**src/rtl/brk_pkg.sv**
```systemverilog
package brk_pkg;
  localparam int REG_IDX_W = 2;

  typedef enum logic [REG_IDX_W-1:0] {
    RG_ADDR = 2'd0,
    RG_MASK = 2'd1,
    RG_CTRL = 2'd2,
    RG_STAT = 2'd3
  } reg_sel_e;

  // bit 0 dma_sel ... bit 5 wr_en
  typedef struct packed {
    logic wr_en;
    logic rd_en;
    logic data_en;
    logic fetch_en;
    logic post_mode;
    logic dma_sel;
  } ctrl_t;

  localparam int CTRL_W = $bits(ctrl_t);
endpackage

```
**src/rtl/brk_addr_cmp.sv**
```systemverilog
module brk_addr_cmp #(
  parameter int AW = 32
) (
  input  logic [AW-1:0] probe,
  input  logic [AW-1:0] ref_addr,
  input  logic [AW-1:0] dont_care,
  output logic          hit
);
  always_comb hit = ~|((probe ^ ref_addr) & ~dont_care);
endmodule

```
**src/rtl/brk_regs.sv**
```systemverilog
module brk_regs
  import brk_pkg::*;
#(
  parameter int AW = 32
) (
  input  logic                 clk,
  input  logic                 rst,
  input  logic                 standby,
  input  logic                 wr,
  input  logic                 rd,
  input  logic [REG_IDX_W-1:0] idx,
  input  logic [AW-1:0]        wdata,
  input  logic                 set_flag,
  output logic [AW-1:0]        cmp_q,
  output logic [AW-1:0]        mask_q,
  output ctrl_t                ctl_q,
  output logic                 flag_q,
  output logic [AW-1:0]        rdata
);
  localparam int PAD_CTL = AW - CTRL_W;

  logic wr_ok;
  logic rd_ok;
  logic [AW-1:0] rd_mux;

  assign wr_ok = wr & ~standby;
  assign rd_ok = rd & ~standby;

  always_comb begin
    unique case (reg_sel_e'(idx))
      RG_ADDR: rd_mux = cmp_q;
      RG_MASK: rd_mux = mask_q;
      RG_CTRL: rd_mux = {{PAD_CTL{1'b0}}, ctl_q};
      default: rd_mux = {{(AW-1){1'b0}}, flag_q};
    endcase
  end

  always_ff @(posedge clk) begin
    if (rst) begin
      cmp_q  <= '0;
      mask_q <= '0;
      ctl_q  <= '0;
      flag_q <= 1'b0;
      rdata  <= '0;
    end else begin
      rdata <= rd_ok ? rd_mux : '0;
      if (wr_ok && reg_sel_e'(idx) == RG_ADDR) cmp_q  <= wdata;
      if (wr_ok && reg_sel_e'(idx) == RG_MASK) mask_q <= wdata;
      if (wr_ok && reg_sel_e'(idx) == RG_CTRL) ctl_q  <= ctrl_t'(wdata[CTRL_W-1:0]);
      if (set_flag)
        flag_q <= 1'b1;
      else if (wr_ok && reg_sel_e'(idx) == RG_STAT && !wdata[0])
        flag_q <= 1'b0;
    end
  end
endmodule

```
**src/rtl/brk_trig.sv**
```systemverilog
module brk_trig
  import brk_pkg::*;
(
  input  logic  clk,
  input  logic  rst,
  input  logic  standby,
  input  ctrl_t ctl,
  input  logic  iss_valid,
  input  logic  iss_dslot,
  input  logic  iss_exc,
  input  logic  iss_hit,
  input  logic  cmp_valid,
  input  logic  cmp_wide,
  input  logic  cmp_exc,
  input  logic  cmp_hit_hi,
  input  logic  cmp_hit_lo,
  input  logic  cyc_valid,
  input  logic  cyc_bus,
  input  logic  cyc_write,
  input  logic  cyc_hit,
  output logic  fire,
  output logic  brk_req,
  output logic  brk_pre
);
  logic ins_ok, pre_fire, post_ins, post_dat, dir_ok;

  assign ins_ok   = ~ctl.dma_sel & ctl.fetch_en & ~standby;
  assign pre_fire = ins_ok & iss_valid & iss_hit & ~ctl.post_mode
                  & ~iss_dslot & ~iss_exc;
  assign post_ins = ins_ok & cmp_valid & ~cmp_exc &
                    ( (ctl.post_mode & cmp_hit_hi)
                    | (~ctl.post_mode & cmp_wide & cmp_hit_lo & ~cmp_hit_hi));
  assign dir_ok   = cyc_write ? ctl.wr_en : ctl.rd_en;
  assign post_dat = ~standby & ctl.data_en & cyc_valid & cyc_hit & dir_ok
                  & (cyc_bus == ctl.dma_sel);
  assign fire     = pre_fire | post_ins | post_dat;

  always_ff @(posedge clk) begin
    if (rst) begin
      brk_req <= 1'b0;
      brk_pre <= 1'b0;
    end else begin
      brk_req <= fire;
      brk_pre <= pre_fire;
    end
  end
endmodule

```
**src/rtl/brk_chan.sv**
```systemverilog
module brk_chan
  import brk_pkg::*;
#(
  parameter int AW = 32
) (
  input  logic                 clk,
  input  logic                 rst,
  input  logic                 standby,
  input  logic                 reg_wr,
  input  logic                 reg_rd,
  input  logic [REG_IDX_W-1:0] reg_addr,
  input  logic [AW-1:0]        reg_wdata,
  output logic [AW-1:0]        reg_rdata,
  input  logic                 iss_valid,
  input  logic [AW-1:0]        iss_addr,
  input  logic                 iss_dslot,
  input  logic                 iss_exc,
  input  logic                 cmp_valid,
  input  logic [AW-1:0]        cmp_addr,
  input  logic                 cmp_wide,
  input  logic                 cmp_exc,
  input  logic                 cyc_valid,
  input  logic                 cyc_bus,
  input  logic                 cyc_write,
  input  logic [AW-1:0]        cyc_addr,
  output logic                 brk_req,
  output logic                 brk_pre
);
  localparam int NPROBE = 4;
  localparam logic [AW-1:0] HALF_STEP = AW'(2);

  logic [AW-1:0] cmp_q, mask_q;
  ctrl_t         ctl_q;
  logic          sts_q;
  logic          fire;
  logic [AW-1:0] probe [NPROBE];
  logic [NPROBE-1:0] hit;

  assign probe[0] = iss_addr;
  assign probe[1] = cmp_addr;
  assign probe[2] = cmp_addr + HALF_STEP;
  assign probe[3] = cyc_addr;

  for (genvar g = 0; g < NPROBE; g++) begin : g_cmp
    brk_addr_cmp #(.AW(AW)) cmp_i (
      .probe(probe[g]), .ref_addr(cmp_q), .dont_care(mask_q), .hit(hit[g])
    );
  end

  brk_regs #(.AW(AW)) regs_i (
    .clk(clk), .rst(rst), .standby(standby),
    .wr(reg_wr), .rd(reg_rd), .idx(reg_addr), .wdata(reg_wdata),
    .set_flag(fire),
    .cmp_q(cmp_q), .mask_q(mask_q), .ctl_q(ctl_q), .flag_q(sts_q),
    .rdata(reg_rdata)
  );

  brk_trig trig_i (
    .clk(clk), .rst(rst), .standby(standby), .ctl(ctl_q),
    .iss_valid(iss_valid), .iss_dslot(iss_dslot), .iss_exc(iss_exc),
    .iss_hit(hit[0]),
    .cmp_valid(cmp_valid), .cmp_wide(cmp_wide), .cmp_exc(cmp_exc),
    .cmp_hit_hi(hit[1]), .cmp_hit_lo(hit[2]),
    .cyc_valid(cyc_valid), .cyc_bus(cyc_bus), .cyc_write(cyc_write),
    .cyc_hit(hit[3]),
    .fire(fire), .brk_req(brk_req), .brk_pre(brk_pre)
  );
endmodule

```
**config.mk**
```make
export PLATFORM = sky130hd
export DESIGN_NAME = brk_chan
export DESIGN_NICKNAME = d
export VERILOG_FILES = /design/src/rtl/brk_pkg.sv /design/src/rtl/brk_addr_cmp.sv /design/src/rtl/brk_regs.sv /design/src/rtl/brk_trig.sv /design/src/rtl/brk_chan.sv
export SDC_FILE = /design/constraint.sdc
export NUM_CORES = 1
export LEC_CHECK = 0
export ABC_AREA = 1
export CORE_MARGIN = 4
export CORE_UTILIZATION = 49
export DETAILED_ROUTE_END_ITERATION = 16
export PLACE_DENSITY = 0.81
export SYNTH_ARGS = -nofsm -noshare
export SYNTH_HDL_FRONTEND = slang
export SYNTH_SLANG_ARGS = --single-unit
```
**constraint.sdc**
```tcl
create_clock -name clk -period 2.3 [get_ports clk]
set_clock_uncertainty 0.15 [all_clocks]
set_input_delay 0.23 -clock clk [delete_from_list [all_inputs] [get_ports clk]]
set_output_delay 0.23 -clock clk [all_outputs]
set_load 0.1 [all_outputs]
```
==> metrics.yaml, run 1 <==
worst_hold_path:
  hp-start: "reg_wdata[18]"
  hold_class: "in2reg"
setup_path:
  rr_startpoint: "regs_i.ctl_q[0]$_SDFFE_PP0P_"
  path_class: "reg2reg"
  cp_max_fo: 3
  cp-startpoint: "regs_i.ctl_q[0]$_SDFFE_PP0P_"
  arrival_ps: 2250
  end_kind: "flop"
  worstSetupStartpointType: "flop"
  critPathRequiredTime_ps: 2450
floorplanning:
  start_util: 0.509
  core_um2: 12800
  die_width_um: 123
  row_count: 41
  die_h_um: 123
  io_pins: 178
  die-area_um2: 15200
global_route:
  antenna_found_initial: 2
  grt_pass1_wl_mm: 37.5
  grt_max_degree: 63
  globalRouteTotalUtil: 0.321
  gr-total-overflow: 0
  grt_pass1_vias: 7340
clocking:
  cts_max_level: 3
  cts.sinks: 105
  clk_pin_slew_ps: 70
  cts_buffer_depth: 2
  clock_latency_ps: 360
  cts_tree: "done"
  cts-root-buf: "clkbuf_16"
  cts_buffers: 9
route:
  drtIter0Drc: 757
  wl_per_cell_um: 16.6
  drc: 0
  vias_per_cell: 5.42
  totalWireLength_mm: 25.0
  dr.pass1.iters: 5
  dr_total_vias: 8152
  drtAntennaViolNets: 0
synth:
  synth_cell_types: 32
  ys_seq_area_frac: 0.322
  ys_seq_elements: 105
  synth_area_um2: 6530
  syn_inst: 1078
  yosys_warnings: 0
  synth_fp_nets: 1223
  synth.avg_cell_area_um2: 6.06
timing:
  fin_setup_tns_ps: 0
  tightest_slew_ps: 549
  slew_violations: 0
  fmax_mhz: 475
  finalCritPeriodShare: 0.915
  relSlewSlack: 0.629
  hold_viol_final: 0
  setup_violations: 0
  min_period_ps: 2100
flow_run:
  maxCapViolCount: 0
layout:
  area_growth_pct: 43.9
  finalInstanceArea_um2: 9400
  drive_above_1_share: 0.139
  num_antenna_cells: 0
  nets: 1473
pwr:
  p_total_uw: 4560
  power.density_nw_per_um2: 485
  p_leak_uw: 0.00411
  peakVddDrop_mv: 0.306
placement:
  hpwl_mm: 19.5
  place_area_um2: 8980
  port_buffers: 177
  gp_congestion: 0.942
status:
  outcome: "finished, final reports clean"
## cell families (layout without fill, tap and decap cells)
group,after synthesis,after routing,synth area share
AOI/OAI and AO/OA,294,294,0.234
xor gates and xnor gates,15,15,0.0201
adders and majority gates,1,1,0.00192
buffers and inverters,145,400,0.0833
DFF,105,105,0.322
and+or+nand+nor,518,518,0.339
## per-layer routing
| metal | routed length (um) | track usage | part of all wire |
|---|---|---|---|
| met1 | 10800 | 0.434 | 0.43 |
| met2 | 11000 | 0.505 | 0.44 |
| met3 | 2330 | 0.0558 | 0.093 |
| met4 | 869 | 0.134 | 0.035 |
| met5 | 23 | 0 | 0.00092 |
## repair_timing
item,4_1_cts,5_1_grt
resized for setup,0,25
endpoints found under the setup margin,0,2
buffers inserted,0,4
hold buffers,0,0
## through the flow
step | util | cells | hold WS (ps) | setup WS, ps
after floorplan | - | 1078 | 152 | 567
after global placement | 0.701 | 1485 | 329 | -175
after detailed placement | 0.701 | 1485 | 319 | -203
after CTS | 0.724 | 1501 | 327 | 167
after global routing | 0.733 | 1505 | 355 | -0.264
final | 0.733 | 1505 | 331 | 196
## layout by cell type (no fill, tap or decap), types with 4 or more instances in the layout
master / Yosys / layout
nand2_1: 290 / 289
a21oi_1: 137 / 137
clkdlybuf4s50_1: 0 / 135
o21ai_0: 135 / 134
buf_4: 0 / 121
inv_1: 113 / 113
dfxtp_1: 105 / 105
nor2_1: 104 / 96
nand3_1: 65 / 64
nand4_1: 15 / 15
xnor2_1: 14 / 14
nor2_2: 6 / 13
or2_2: 13 / 13
nor2_4: 8 / 9
clkbuf_16: 0 / 9
dlymetal6s2s_1: 0 / 8
a21o_1: 7 / 7
nand2_2: 6 / 6
o22ai_1: 5 / 5
nor3_1: 4 / 4
## Yosys cell counts (all sizes together)
master   number  area, um^2
xnor2        14         123
a21o          7        52.6
clkbuf       26        97.6
ha            1        12.5
xor2          1        8.76
nand4        15        93.8
nor2        118         518
o2111ai       3        26.3
nor4b         1        8.76
inv         116         435
a21oi       137         686
dfxtp       105        2100
and3          1        6.26
clkinv        2        7.51
or2          13        81.3
o211ai        2        15.0
nor3          4        20.0
o221ai        3        26.3
and2          1        6.26
nor4          3        18.8
o311ai        1        8.76
buf           1        3.75
nand2       296        1130
o21ai       136         681
o22ai         5        31.3
nand3        66         335
## flip-flops by register name (all words and copies together), names as in the netlist
| signal | flops |
|---|---|
| trig_i.brk_req | 1 |
| trig_i.brk_pre | 1 |
| regs_i.rdata | 32 |
| regs_i.flag_q | 1 |
| regs_i.cmp_q | 32 |
| regs_i.ctl_q | 6 |
| regs_i.mask_q | 32 |
## layout make-up
type                            instances  area [um^2]
Clock buffer                           11          233
Clock inverter                          5         63.8
Sequential cell                       105         2100
Inverter                              118          443
Tap cell                              172          215
Timing Repair Buffer                  266         2400
Multi-Input combinational cell        828         3940
Fill cell                            1093         3430
## final timing paths
path	endpoint	cells past startpoint	slack (ps)
setup / recovery	regs_i.flag_q$_SDFFE_PP0P_	13	200
hold / removal	regs_i.cmp_q[18]$_SDFFE_PP0P_	3	330
setup reg to reg	regs_i.flag_q$_SDFFE_PP0P_	13	200
hold reg to reg	regs_i.rdata[11]$_SDFF_PP0_	2	340
## worst max-delay path, cell delays in order (launching register included)
cell and delay [ps]:
dfxtp_1 320, inv_1 90, nand3_1 70, inv_1 70
nand4_1 130, nor2_1 250, nor4b_1 280, buf_4 160
nand4_1 170, nand2_1 120, inv_1 40, nand2_1 50
nand2_1 60, nand2_1 70
## power breakdown
group          leakage (uW)  switching (uW)  internal (uW)
registers          0.000851            60.2           1860
logic               0.00312             538            496
clock network      0.000141             746            857
Power figures use the tool's default switching activity.
==> inputs of run 2 (changes only) <==
Clock period 2.3 ns to 2.01 ns, I/O delays scaled along.
==> run 2 against run 1 <==
- clock-buffer cell count decreased by 1
- cell area increased by 8.1%
- largest cell class unchanged
- hold slack got worse by 46 ps
- sequential cell count unchanged
- routed wire length increased by 8.3%
- highest routed layer unchanged
==> metrics.yaml, run 2 (same netlist as run 1, synthesis figures left out) <==
clocking:
  cts_max_level: 3
  cts.sinks: 105
  clock_latency_ps: 360
  cts_tree: "done"
  cts_buffer_depth: 2
  cts_buffers: 9
  cts-root-buf: "clkbuf_16"
  clk_pin_slew_ps: 70
route:
  dr_total_vias: 8600
  drtIter0Drc: 980
  wl_per_cell_um: 17.4
  totalWireLength_mm: 27.1
  drc: 0
  drtAntennaViolNets: 0
  vias_per_cell: 5.54
  dr.pass1.iters: 7
placement:
  hpwl_mm: 19.9
  port_buffers: 177
  gp_congestion: 1.02
  place_area_um2: 9380
  post-place-ws_ps: -480
setup_path:
  path_buf_inv: 3
  arrival_ps: 2130
  slowest_delay_ps: 360
  critPathRequiredTime_ps: 2160
  cp_num_cells: 11
  crit_chain: "buf_6 > o21ai_0 > a21oi_1 > nor4b_4 > buf_4 > nand4_1 > nand2_1 > inv_1 > nand2_1 > nand2_1 > nand2_1"
  ff2ff_path_depth: 11
  worstSetupStartpointType: "flop"
  crit_slowest_cell: "dfxtp_4"
  r2r_slack_ps: 30
  end_kind: "flop"
  cp_max_fo: 4
  path_class: "reg2reg"
  cp_common_cell: "nand2_1"
  cp_top_family: "simple AND/OR/NAND/NOR gates"
floorplanning:
  start_util: 0.509
  die-area_um2: 15200
  die_width_um: 123
  row_count: 41
  core_um2: 12800
  io_pins: 178
  die_h_um: 123
layout:
  multi_input_area_um2: 4200
  area_growth_pct: 55.6
  layout_commonest_cell: "nand2_1"
  post-route-util: 0.792
  nets: 1522
  final_cell_mix: "nand2_1, buf_4, a21oi_1"
  final-seq-area_um2: 2160
  drive_above_1_share: 0.233
  largestRegisters: "regs_i.cmp_q: 32 flops, regs_i.mask_q: 32 flops, regs_i.rdata: 32 flops"
  fillers: 927
  finalInstanceArea_um2: 10200
timing:
  fin_ws_ps: 30.6
  slew_violations: 0
  setup_violations: 0
  fin_setup_tns_ps: 0
  rsz0062_at_grt: "yes"
  relSlewSlack: 0.684
  finalCritPeriodShare: 0.985
  tightest_slew_ps: 468
  hold_viol_final: 0
  min_period_ps: 1980
  fmax_mhz: 505
  fin_hold_ws_ps: 285
global_route:
  grt_pass1_wl_mm: 38.9
  grt_max_degree: 73
  globalRouteTotalUtil: 0.331
  gr-total-overflow: 0
  grt_pass1_vias: 7636
  antenna_found_initial: 2
flow_run:
  maxCapViolCount: 0
pwr:
  p_leak_uw: 0.00459
  power.density_nw_per_um2: 539
  peakVddDrop_mv: 0.389
status:
  outcome: "finished, final reports clean"
worst_hold_path:
  hold_class: "in2reg"
  hold_depth: 3
run 2: what timing repair did:
| action | 4_1_cts | 5_1_grt |
|---|---|---|
| hold buffers | 0 | 0 |
| setup endpoints to repair | 2 | 3 |
| resized for setup | 31 | 144 |
| buffers inserted | 0 | 5 |
| pin swaps | 5 | 38 |
| gates cloned | 1 | 0 |
run 2: through the flow:
step / total power (uW) / instances
6_report: 5480 / 1553
3_3_place_gp: 3450 / 1532
4_1_cts: 5380 / 1547
2_1_floorplan: 2740 / 1078
3_5_place_dp: 3460 / 1532
5_1_grt: 5660 / 1552
run 2: area by class of cell:
cell class / instances / share of cell area
multi-input cells: 829 / 0.414
repair buffers: 314 / 0.277
flip-flops and latches: 105 / 0.213
inverters: 118 / 0.0438
clock buffers: 10 / 0.0235
well taps: 172 / 0.0212
clock inverters: 4 / 0.00763
diodes: 1 / 0.000246
run 2: path summary, 6_finish.rpt:
| path | from | end |
|---|---|---|
| worst min register to register | regs_i.mask_q[18]$_SDFFE_PP0P_ | regs_i.rdata[18]$_SDFF_PP0_ |
| worst max-delay path | regs_i.cmp_q[19]$_SDFFE_PP0P_ | regs_i.flag_q$_SDFFE_PP0P_ |
| worst max register to register | regs_i.cmp_q[19]$_SDFFE_PP0P_ | regs_i.flag_q$_SDFFE_PP0P_ |
| worst min-delay path | reg_wdata[28] | regs_i.cmp_q[28]$_SDFFE_PP0P_ |
run 2: metal layers:
| metal | routed length, um | vias to the layer above | track usage |
|---|---|---|---|
| li1 | - | 4147 | - |
| met1 | 11000 | 3907 | 0.428 |
| met2 | 12300 | 464 | 0.528 |
| met3 | 2840 | 80 | 0.0764 |
| met4 | 948 | 2 | 0.140 |
| met5 | 11 | - | 0 |
run 2: worst reg2reg max path: cells and delay by family (launching register included):
| family | cells | cell delay [ps] |
|---|---|---|
| compound gates | 2 | 380 |
| buf+inv | 3 | 320 |
| flops | 1 | 360 |
| simple gates | 6 | 710 |
run 2: where the power goes:
group / internal, uW / switching [uW]
Sequential: 2130 / 58.8
Clock: 1120 / 830
Combinational: 646 / 696
